### config.mk
export PLATFORM = sky130hd
export DESIGN_NAME = uart_regfront
export DESIGN_NICKNAME = d
export VERILOG_FILES = /design/src/rtl/uart_regfront_pkg.sv /design/src/rtl/uart_txbuf.sv /design/src/rtl/uart_rxfifo.sv /design/src/rtl/uart_regfront.sv
export SDC_FILE = /design/constraint.sdc
export NUM_CORES = 1
export LEC_CHECK = 0
export BUFFER_PORTS_ARGS = -buffer_cell sky130_fd_sc_hd__buf_2
export CORE_MARGIN = 3
export CORE_UTILIZATION = 25
export DETAILED_ROUTE_END_ITERATION = 10
export PLACE_DENSITY = 0.53
export SLEW_MARGIN = 25
export SYNTH_ARGS = -nofsm -noshare
export SYNTH_HDL_FRONTEND = slang
export SYNTH_SLANG_ARGS = --single-unit
### constraint.sdc
create_clock -name clk -period 2.45 [get_ports clk]
set_clock_uncertainty 0.2 [all_clocks]
set_input_delay 0.245 -clock clk [delete_from_list [all_inputs] [get_ports clk]]
set_output_delay 0.245 -clock clk [all_outputs]
set_load 0.01 [all_outputs]
### src/rtl/uart_regfront_pkg.sv
package uart_regfront_pkg;

   localparam int REG_DATA = 0;
   localparam int REG_STAT = 1;
   localparam int REG_CTRL = 2;

   localparam int STAT_RXC = 7;
   localparam int STAT_TXC = 6;
   localparam int STAT_DRE = 5;
   localparam int STAT_OVR = 3;

   typedef enum logic [1:0] {
      LEN_5 = 2'd0,
      LEN_6 = 2'd1,
      LEN_7 = 2'd2,
      LEN_8 = 2'd3
   } char_len_e;

   function automatic logic [7:0] char_mask(input logic [1:0] len);
      return 8'hFF >> (2'd3 - len);
   endfunction

endpackage

### src/rtl/uart_txbuf.sv
module uart_txbuf #(
   parameter int DATA_W = 8
) (
   input  logic              clk,
   input  logic              rst_n,
   input  logic              wr_req,
   input  logic [DATA_W-1:0] wr_data,
   input  logic              tx_en,
   input  logic              tx_busy,
   input  logic              tx_done,
   input  logic              txc_clr,
   output logic              dre,
   output logic              txc,
   output logic              tx_load,
   output logic [DATA_W-1:0] tx_data
);

   logic              full_q;
   logic [DATA_W-1:0] hold_q;
   logic              txc_q;

   assign tx_load = full_q & tx_en & ~tx_busy;
   assign tx_data = hold_q;
   assign dre     = ~full_q;
   assign txc     = txc_q;

   always_ff @(posedge clk or negedge rst_n) begin
      if (!rst_n) begin
         full_q <= 1'b0;
         hold_q <= '0;
      end else if (wr_req && !full_q) begin
         hold_q <= wr_data;
         full_q <= 1'b1;
      end else if (tx_load) begin
         full_q <= 1'b0;
      end
   end

   // completion wins over a clear in the same cycle
   always_ff @(posedge clk or negedge rst_n) begin
      if (!rst_n)
         txc_q <= 1'b0;
      else if (tx_done && !full_q)
         txc_q <= 1'b1;
      else if (txc_clr)
         txc_q <= 1'b0;
   end

   assert_load_empties_R3: assert property (@(posedge clk) disable iff (!rst_n)
      tx_load |=> dre);

   assert_full_write_ignored_R2: assert property (@(posedge clk) disable iff (!rst_n)
      (wr_req && !dre && !tx_load) |=> ($stable(tx_data) && !dre));

   assert_txc_sets_R4: assert property (@(posedge clk) disable iff (!rst_n)
      (tx_done && dre) |=> txc);

   assert_txc_clears_R5: assert property (@(posedge clk) disable iff (!rst_n)
      (txc_clr && !tx_done) |=> !txc);

endmodule

### src/rtl/uart_rxfifo.sv
module uart_rxfifo #(
   parameter int DATA_W = 8,
   parameter int DEPTH  = 2
) (
   input  logic              clk,
   input  logic              rst_n,
   input  logic              rx_en,
   input  logic              push,
   input  logic [DATA_W-1:0] push_data,
   input  logic              pop,
   output logic [DATA_W-1:0] head,
   output logic              not_empty,
   output logic              overrun
);

   localparam int CNT_W = $clog2(DEPTH + 1);

   logic [CNT_W-1:0] count_q;
   logic             ovr_q;
   logic             pop_ok, push_ok, drop, space;

   assign pop_ok  = pop && (count_q != '0);
   assign space   = (count_q < CNT_W'(DEPTH)) || pop_ok;
   assign push_ok = rx_en && push && space;
   assign drop    = rx_en && push && !space;

   assign not_empty = (count_q != '0);
   assign overrun   = ovr_q;

   always_ff @(posedge clk or negedge rst_n) begin
      if (!rst_n)
         count_q <= '0;
      else if (!rx_en)
         count_q <= '0;
      else
         count_q <= count_q + CNT_W'(push_ok) - CNT_W'(pop_ok);
   end

   always_ff @(posedge clk or negedge rst_n) begin
      if (!rst_n)
         ovr_q <= 1'b0;
      else if (!rx_en)
         ovr_q <= 1'b0;
      else if (drop)
         ovr_q <= 1'b1;
      else if (pop_ok && (count_q == CNT_W'(1)) && !push_ok)
         ovr_q <= 1'b0;
   end

   generate
      if (DEPTH == 1) begin : g_single
         logic [DATA_W-1:0] slot_q;
         always_ff @(posedge clk or negedge rst_n) begin
            if (!rst_n)
               slot_q <= '0;
            else if (push_ok)
               slot_q <= push_data;
         end
         assign head = slot_q;
      end else begin : g_ring
         localparam int PTR_W = $clog2(DEPTH);
         logic [DATA_W-1:0] mem_q [DEPTH];
         logic [PTR_W-1:0]  wr_ptr_q, rd_ptr_q;

         function automatic logic [PTR_W-1:0] bump(input logic [PTR_W-1:0] p);
            return (p == PTR_W'(DEPTH - 1)) ? '0 : p + PTR_W'(1);
         endfunction

         always_ff @(posedge clk or negedge rst_n) begin
            if (!rst_n) begin
               wr_ptr_q <= '0;
               rd_ptr_q <= '0;
            end else if (!rx_en) begin
               wr_ptr_q <= '0;
               rd_ptr_q <= '0;
            end else begin
               if (push_ok) wr_ptr_q <= bump(wr_ptr_q);
               if (pop_ok)  rd_ptr_q <= bump(rd_ptr_q);
            end
         end

         always_ff @(posedge clk) begin
            if (push_ok) mem_q[wr_ptr_q] <= push_data;
         end

         assign head = mem_q[rd_ptr_q];
      end
   endgenerate

   assert_depth_bound_R7: assert property (@(posedge clk) disable iff (!rst_n)
      count_q <= CNT_W'(DEPTH));

   assert_flush_R9: assert property (@(posedge clk) disable iff (!rst_n)
      !rx_en |=> (!not_empty && !overrun));

   assert_drop_flags_R10: assert property (@(posedge clk) disable iff (!rst_n)
      drop |=> (overrun && $stable(count_q)));

   assert_pop_empties_R8: assert property (@(posedge clk) disable iff (!rst_n)
      (rx_en && pop && !push && (count_q == CNT_W'(1))) |=> !not_empty);

endmodule

### src/rtl/uart_regfront.sv
module uart_regfront
   import uart_regfront_pkg::*;
#(
   parameter int ADDR_W   = 2,
   parameter int DATA_W   = 8,
   parameter int RX_DEPTH = 2
) (
   input  logic              clk,
   input  logic              rst_n,
   input  logic [ADDR_W-1:0] bus_addr,
   input  logic              bus_wr,
   input  logic              bus_rd,
   input  logic [DATA_W-1:0] bus_wdata,
   output logic [DATA_W-1:0] bus_rdata,
   input  logic [1:0]        char_len,
   input  logic              tx_en,
   input  logic              rx_en,
   output logic              tx_load,
   output logic [DATA_W-1:0] tx_data,
   input  logic              tx_busy,
   input  logic              tx_done,
   input  logic              rx_valid,
   input  logic [DATA_W-1:0] rx_data,
   input  logic              txc_ack,
   output logic              irq_rxc,
   output logic              irq_txc,
   output logic              irq_dre
);

   initial begin
      assert_data_width: assert (DATA_W == 8)
         else $error("uart_regfront: DATA_W must be 8");
      assert_addr_width: assert (ADDR_W >= 2)
         else $error("uart_regfront: ADDR_W must be at least 2");
      assert_rx_depth: assert (RX_DEPTH >= 1)
         else $error("uart_regfront: RX_DEPTH must be at least 1");
   end

   logic sel_data, sel_stat, sel_ctrl;
   logic dre, txc, rxc, ovr;
   logic txc_clr;
   logic [DATA_W-1:0] len_mask, rx_head;
   logic [2:0] ien_q;

   assign sel_data = (bus_addr == ADDR_W'(REG_DATA));
   assign sel_stat = (bus_addr == ADDR_W'(REG_STAT));
   assign sel_ctrl = (bus_addr == ADDR_W'(REG_CTRL));
   assign len_mask = char_mask(char_len);
   assign txc_clr  = txc_ack | (bus_wr & sel_stat & bus_wdata[STAT_TXC]);

   uart_txbuf #(.DATA_W(DATA_W)) i_txbuf (
      .clk     (clk),
      .rst_n   (rst_n),
      .wr_req  (bus_wr & sel_data),
      .wr_data (bus_wdata & len_mask),
      .tx_en   (tx_en),
      .tx_busy (tx_busy),
      .tx_done (tx_done),
      .txc_clr (txc_clr),
      .dre     (dre),
      .txc     (txc),
      .tx_load (tx_load),
      .tx_data (tx_data)
   );

   uart_rxfifo #(.DATA_W(DATA_W), .DEPTH(RX_DEPTH)) i_rxfifo (
      .clk       (clk),
      .rst_n     (rst_n),
      .rx_en     (rx_en),
      .push      (rx_valid),
      .push_data (rx_data & len_mask),
      .pop       (bus_rd & sel_data),
      .head      (rx_head),
      .not_empty (rxc),
      .overrun   (ovr)
   );

   always_ff @(posedge clk or negedge rst_n) begin
      if (!rst_n)
         ien_q <= '0;
      else if (bus_wr && sel_ctrl)
         ien_q <= bus_wdata[7:5];
   end

   always_comb begin
      bus_rdata = '0;
      if (sel_data) begin
         if (rxc) bus_rdata = rx_head;
      end else if (sel_stat) begin
         bus_rdata[STAT_RXC] = rxc;
         bus_rdata[STAT_TXC] = txc;
         bus_rdata[STAT_DRE] = dre;
         bus_rdata[STAT_OVR] = ovr;
      end else if (sel_ctrl) begin
         bus_rdata[7:5] = ien_q;
      end
   end

   assign irq_rxc = rxc & ien_q[2];
   assign irq_txc = txc & ien_q[1];
   assign irq_dre = dre & ien_q[0];

   assert_irq_needs_enable_R12: assert property (@(posedge clk) disable iff (!rst_n)
      (bus_wr && sel_ctrl && !bus_wdata[7]) |=> !irq_rxc);

endmodule

==> results.yml <==
status:
  status: "finished clean"
timing:
  min_period_ns: 2.18
  tns_ns: 0
  fin_crit_sh_pct: 89.0
  max_slew_margin_pct: 66.7
  setup_viol: 0
  hold_ws_ns: 0.0194
  hold_viol_final: 0
  timing.fmax_mhz: 459
  tightest_slew_ns: 0.499
  grt_setup_unrepaired: "no"
  drv_slew: 0
power_and_ir_drop:
  leakagePower_nw: 0.934
  switching_share_pct: 28.0
  power_switching_mw: 0.452
  irDropWorstVdd_mv: 0.326
  intPower_mw: 1.16
  powerDensity_nw_per_um2: 784
  power_frac_comb_pct: 21.6
  power_frac_seq_pct: 47.2
  p_clk_share_pct: 31.1
  power_mw: 1.62
min_path:
  hold_start: "bus_wdata[5]"
  worstHoldPathCells: 2
  min_to: "ien_q[0]$_DFFE_PN0P_"
  hp-class: "in2reg"
placement:
  hpwl_mm: 2.53
  place_congestion: 0.751
  port_buffers: 49
layout:
  layout.cells.most_common: "buf_2"
  diodes: 0
  nNetsFinal: 227
  layout_common_cells: "49 x buf_2, 25 x nand2_1, 18 x dfrtp_1"
  syn2layout_area_growth_pct: 37.3
  drive_gt1_share_pct: 31.6
  post-route-util_pct: 36.5
  fillers: 568
worst_setup_path:
  reg2reg_slack_ns: 0.47
  worstReg2RegStart: "i_rxfifo.count_q[1]$_DFF_PN0_"
  arrival_ns: 1.74
  critPathSlowestCell: "or3_1"
  crit_type: "reg2out"
  end_kind: "primary output"
  path_cells: "nor2_1 > or3_1 > o21ai_0 > buf_2"
  cpPeakStageDelay_ns: 0.47
  crit_start: "i_rxfifo.count_q[1]$_DFF_PN0_"
  crit_path_max_fanout: 7
  worstSetupStartpointType: "flop"
  timing.rr.end: "i_rxfifo.count_q[1]$_DFF_PN0_"
  reg2reg_depth: 8
  required_ns: 2.01
routing:
  via_count: 1167
  final_antenna_net_count: 0
  routed_wl_mm: 3.41
  drt_iter0_drc: 50
  routed_via_density: 4.35
  dr.pass1.iters: 5
  wl_per_cell_um: 12.7
  drc_errors: 0
die:
  core_area_um2: 5640
  dieWidth_um: 83.5
  die_area_um2: 6970
  start_util_pct: 26.6
  die_y_um: 83.5
  num_io_pins: 50
  rows: 27
logic_synthesis:
  synth_area_per_cell_um2: 11.6
  synth_flop_cell: "dfrtp_1"
  synthArstFlopShare_pct: 52.9
  synthesis.area_um2: 1500
  synth_cells: 129
  synth-edff-count: 16
  yosysWarnings: 0
  ys_ff_latch: 34
  synth.distinct_cells: 30
  synth_seq_area_share_pct: 62.0
  syn-num-nets: 161
grt:
  grt_pass1_wl_mm: 5.68
  grt_pass1_vias: 1161
  antenna_found_initial: 0
  grt.total_usage_pct: 10.2
  grt_max_degree: 19
  grt.overflow.total: 0
flow_run:
  maxCapViolCount: 0
cts:
  cts_buffers: 5
  clk_path_buf_depth: 2
  post_cts_buffers: 0
  cts_sinks: 34
  path_clk_slew_ns: 0.07
  cts_tree: "yes"
  cts_root_buf: "clkbuf_8"
  h-tree-depth: 2
  clock_latency_ns: 0.28
-- sequential cells by signal, summed over array words and instances (netlist names) --
name and cells:
i_rxfifo.count_q 2, i_rxfifo.g_ring.wr_ptr_q 1, i_rxfifo.overrun 1, i_rxfifo.g_ring.mem_q 16, ien_q 3, i_txbuf.full_q 1, i_txbuf.tx_data 8, i_txbuf.txc 1
i_rxfifo.g_ring.rd_ptr_q 1
-- critical path, delay by kind of cell, from the launching register on --
kind / cells / cell delay (ns)
flops: 1 / 0.42
simple gates: 2 / 0.58
compound gates: 1 / 0.28
buf+inv: 1 / 0.18
-- cell families (layout without fill, tap and decap cells) --
kind of cell               count (synthesis)  after routing  synth area share, %
muxes                                     11             11                 7.58
AOI/OAI and AO/OA                         17             17                 7.00
xor gates and xnor gates                   2              2                 1.17
buffers and inverters                      7             74                 1.75
DFF                                       34             34                 62.0
adders and majority gates                  2              2                 1.67
and+or+nand+nor                           56             56                 18.8
-- cells in the mapped netlist (3+ instances only) --
| library cell | n | area (µm²) |
|---|---|---|
| clkbuf_1 | 3 | 11.3 |
| dfrtp_1 | 18 | 450 |
| o21ai_0 | 9 | 45.0 |
| nand2_1 | 25 | 93.8 |
| inv_1 | 4 | 15.0 |
| mux2i_1 | 8 | 80.1 |
| nand3_1 | 3 | 15.0 |
| edfxtp_1 | 16 | 480 |
| nor2_1 | 7 | 26.3 |
| and2_1 | 5 | 31.3 |
| nor2b_1 | 5 | 31.3 |
| mux2_2 | 3 | 33.8 |
-- per-stage QoR --
| stage | area [µm²] | std cells | worst slack (ns) |
|---|---|---|---|
| after CTS | 2060 | 268 | 0.250 |
| final | 2060 | 268 | 0.269 |
| after detailed placement | 1830 | 248 | 0.294 |
| after global routing | 2060 | 268 | 0.113 |
| after floorplan | 1500 | 129 | 0.595 |
| after global placement | 1830 | 248 | 0.347 |
-- routing by layer --
layer	part of all wire, %	GRT usage, %
met4	0.79	3.07
met2	40	14.7
met1	50	14.2
met3	9.0	3.95
met5	0	0
-- area by class of cell --
class	instances	area, µm²	area share [%]
flip-flops and latches	34	931	45.1
multi-input cells	88	544	26.4
repair buffers	62	373	18.1
well taps	72	90.1	4.37
clock buffers	5	68.8	3.34
clock inverters	3	40.0	1.94
inverters	4	15.0	0.728
-- power groups by stage --
stage	Sequential, mW	Combinational, mW	Clock, mW
CTS	0.765	0.359	0.517
finish	0.764	0.350	0.503
global route	0.776	0.395	0.551
detailed placement	0.777	0.343	0
floorplan	0.794	0.157	0
global placement	0.774	0.340	0
-- repair_timing --
action	CTS	global route
endpoints found under the hold margin	34	0
hold buffers	12	0
resized for setup	0	0
-- worst max path at each step --
| stage | end |
|---|---|
| global placement | i_rxfifo.g_ring.mem_q[1][0]$_DFFE_PP_ |
| CTS | bus_rdata[3] |
| floorplan | i_rxfifo.count_q[1]$_DFF_PN0_ |
| global route | bus_rdata[3] |
| detailed placement | i_rxfifo.g_ring.mem_q[1][0]$_DFFE_PP_ |
| finish | bus_rdata[3] |
Power figures use the tool's default switching activity.
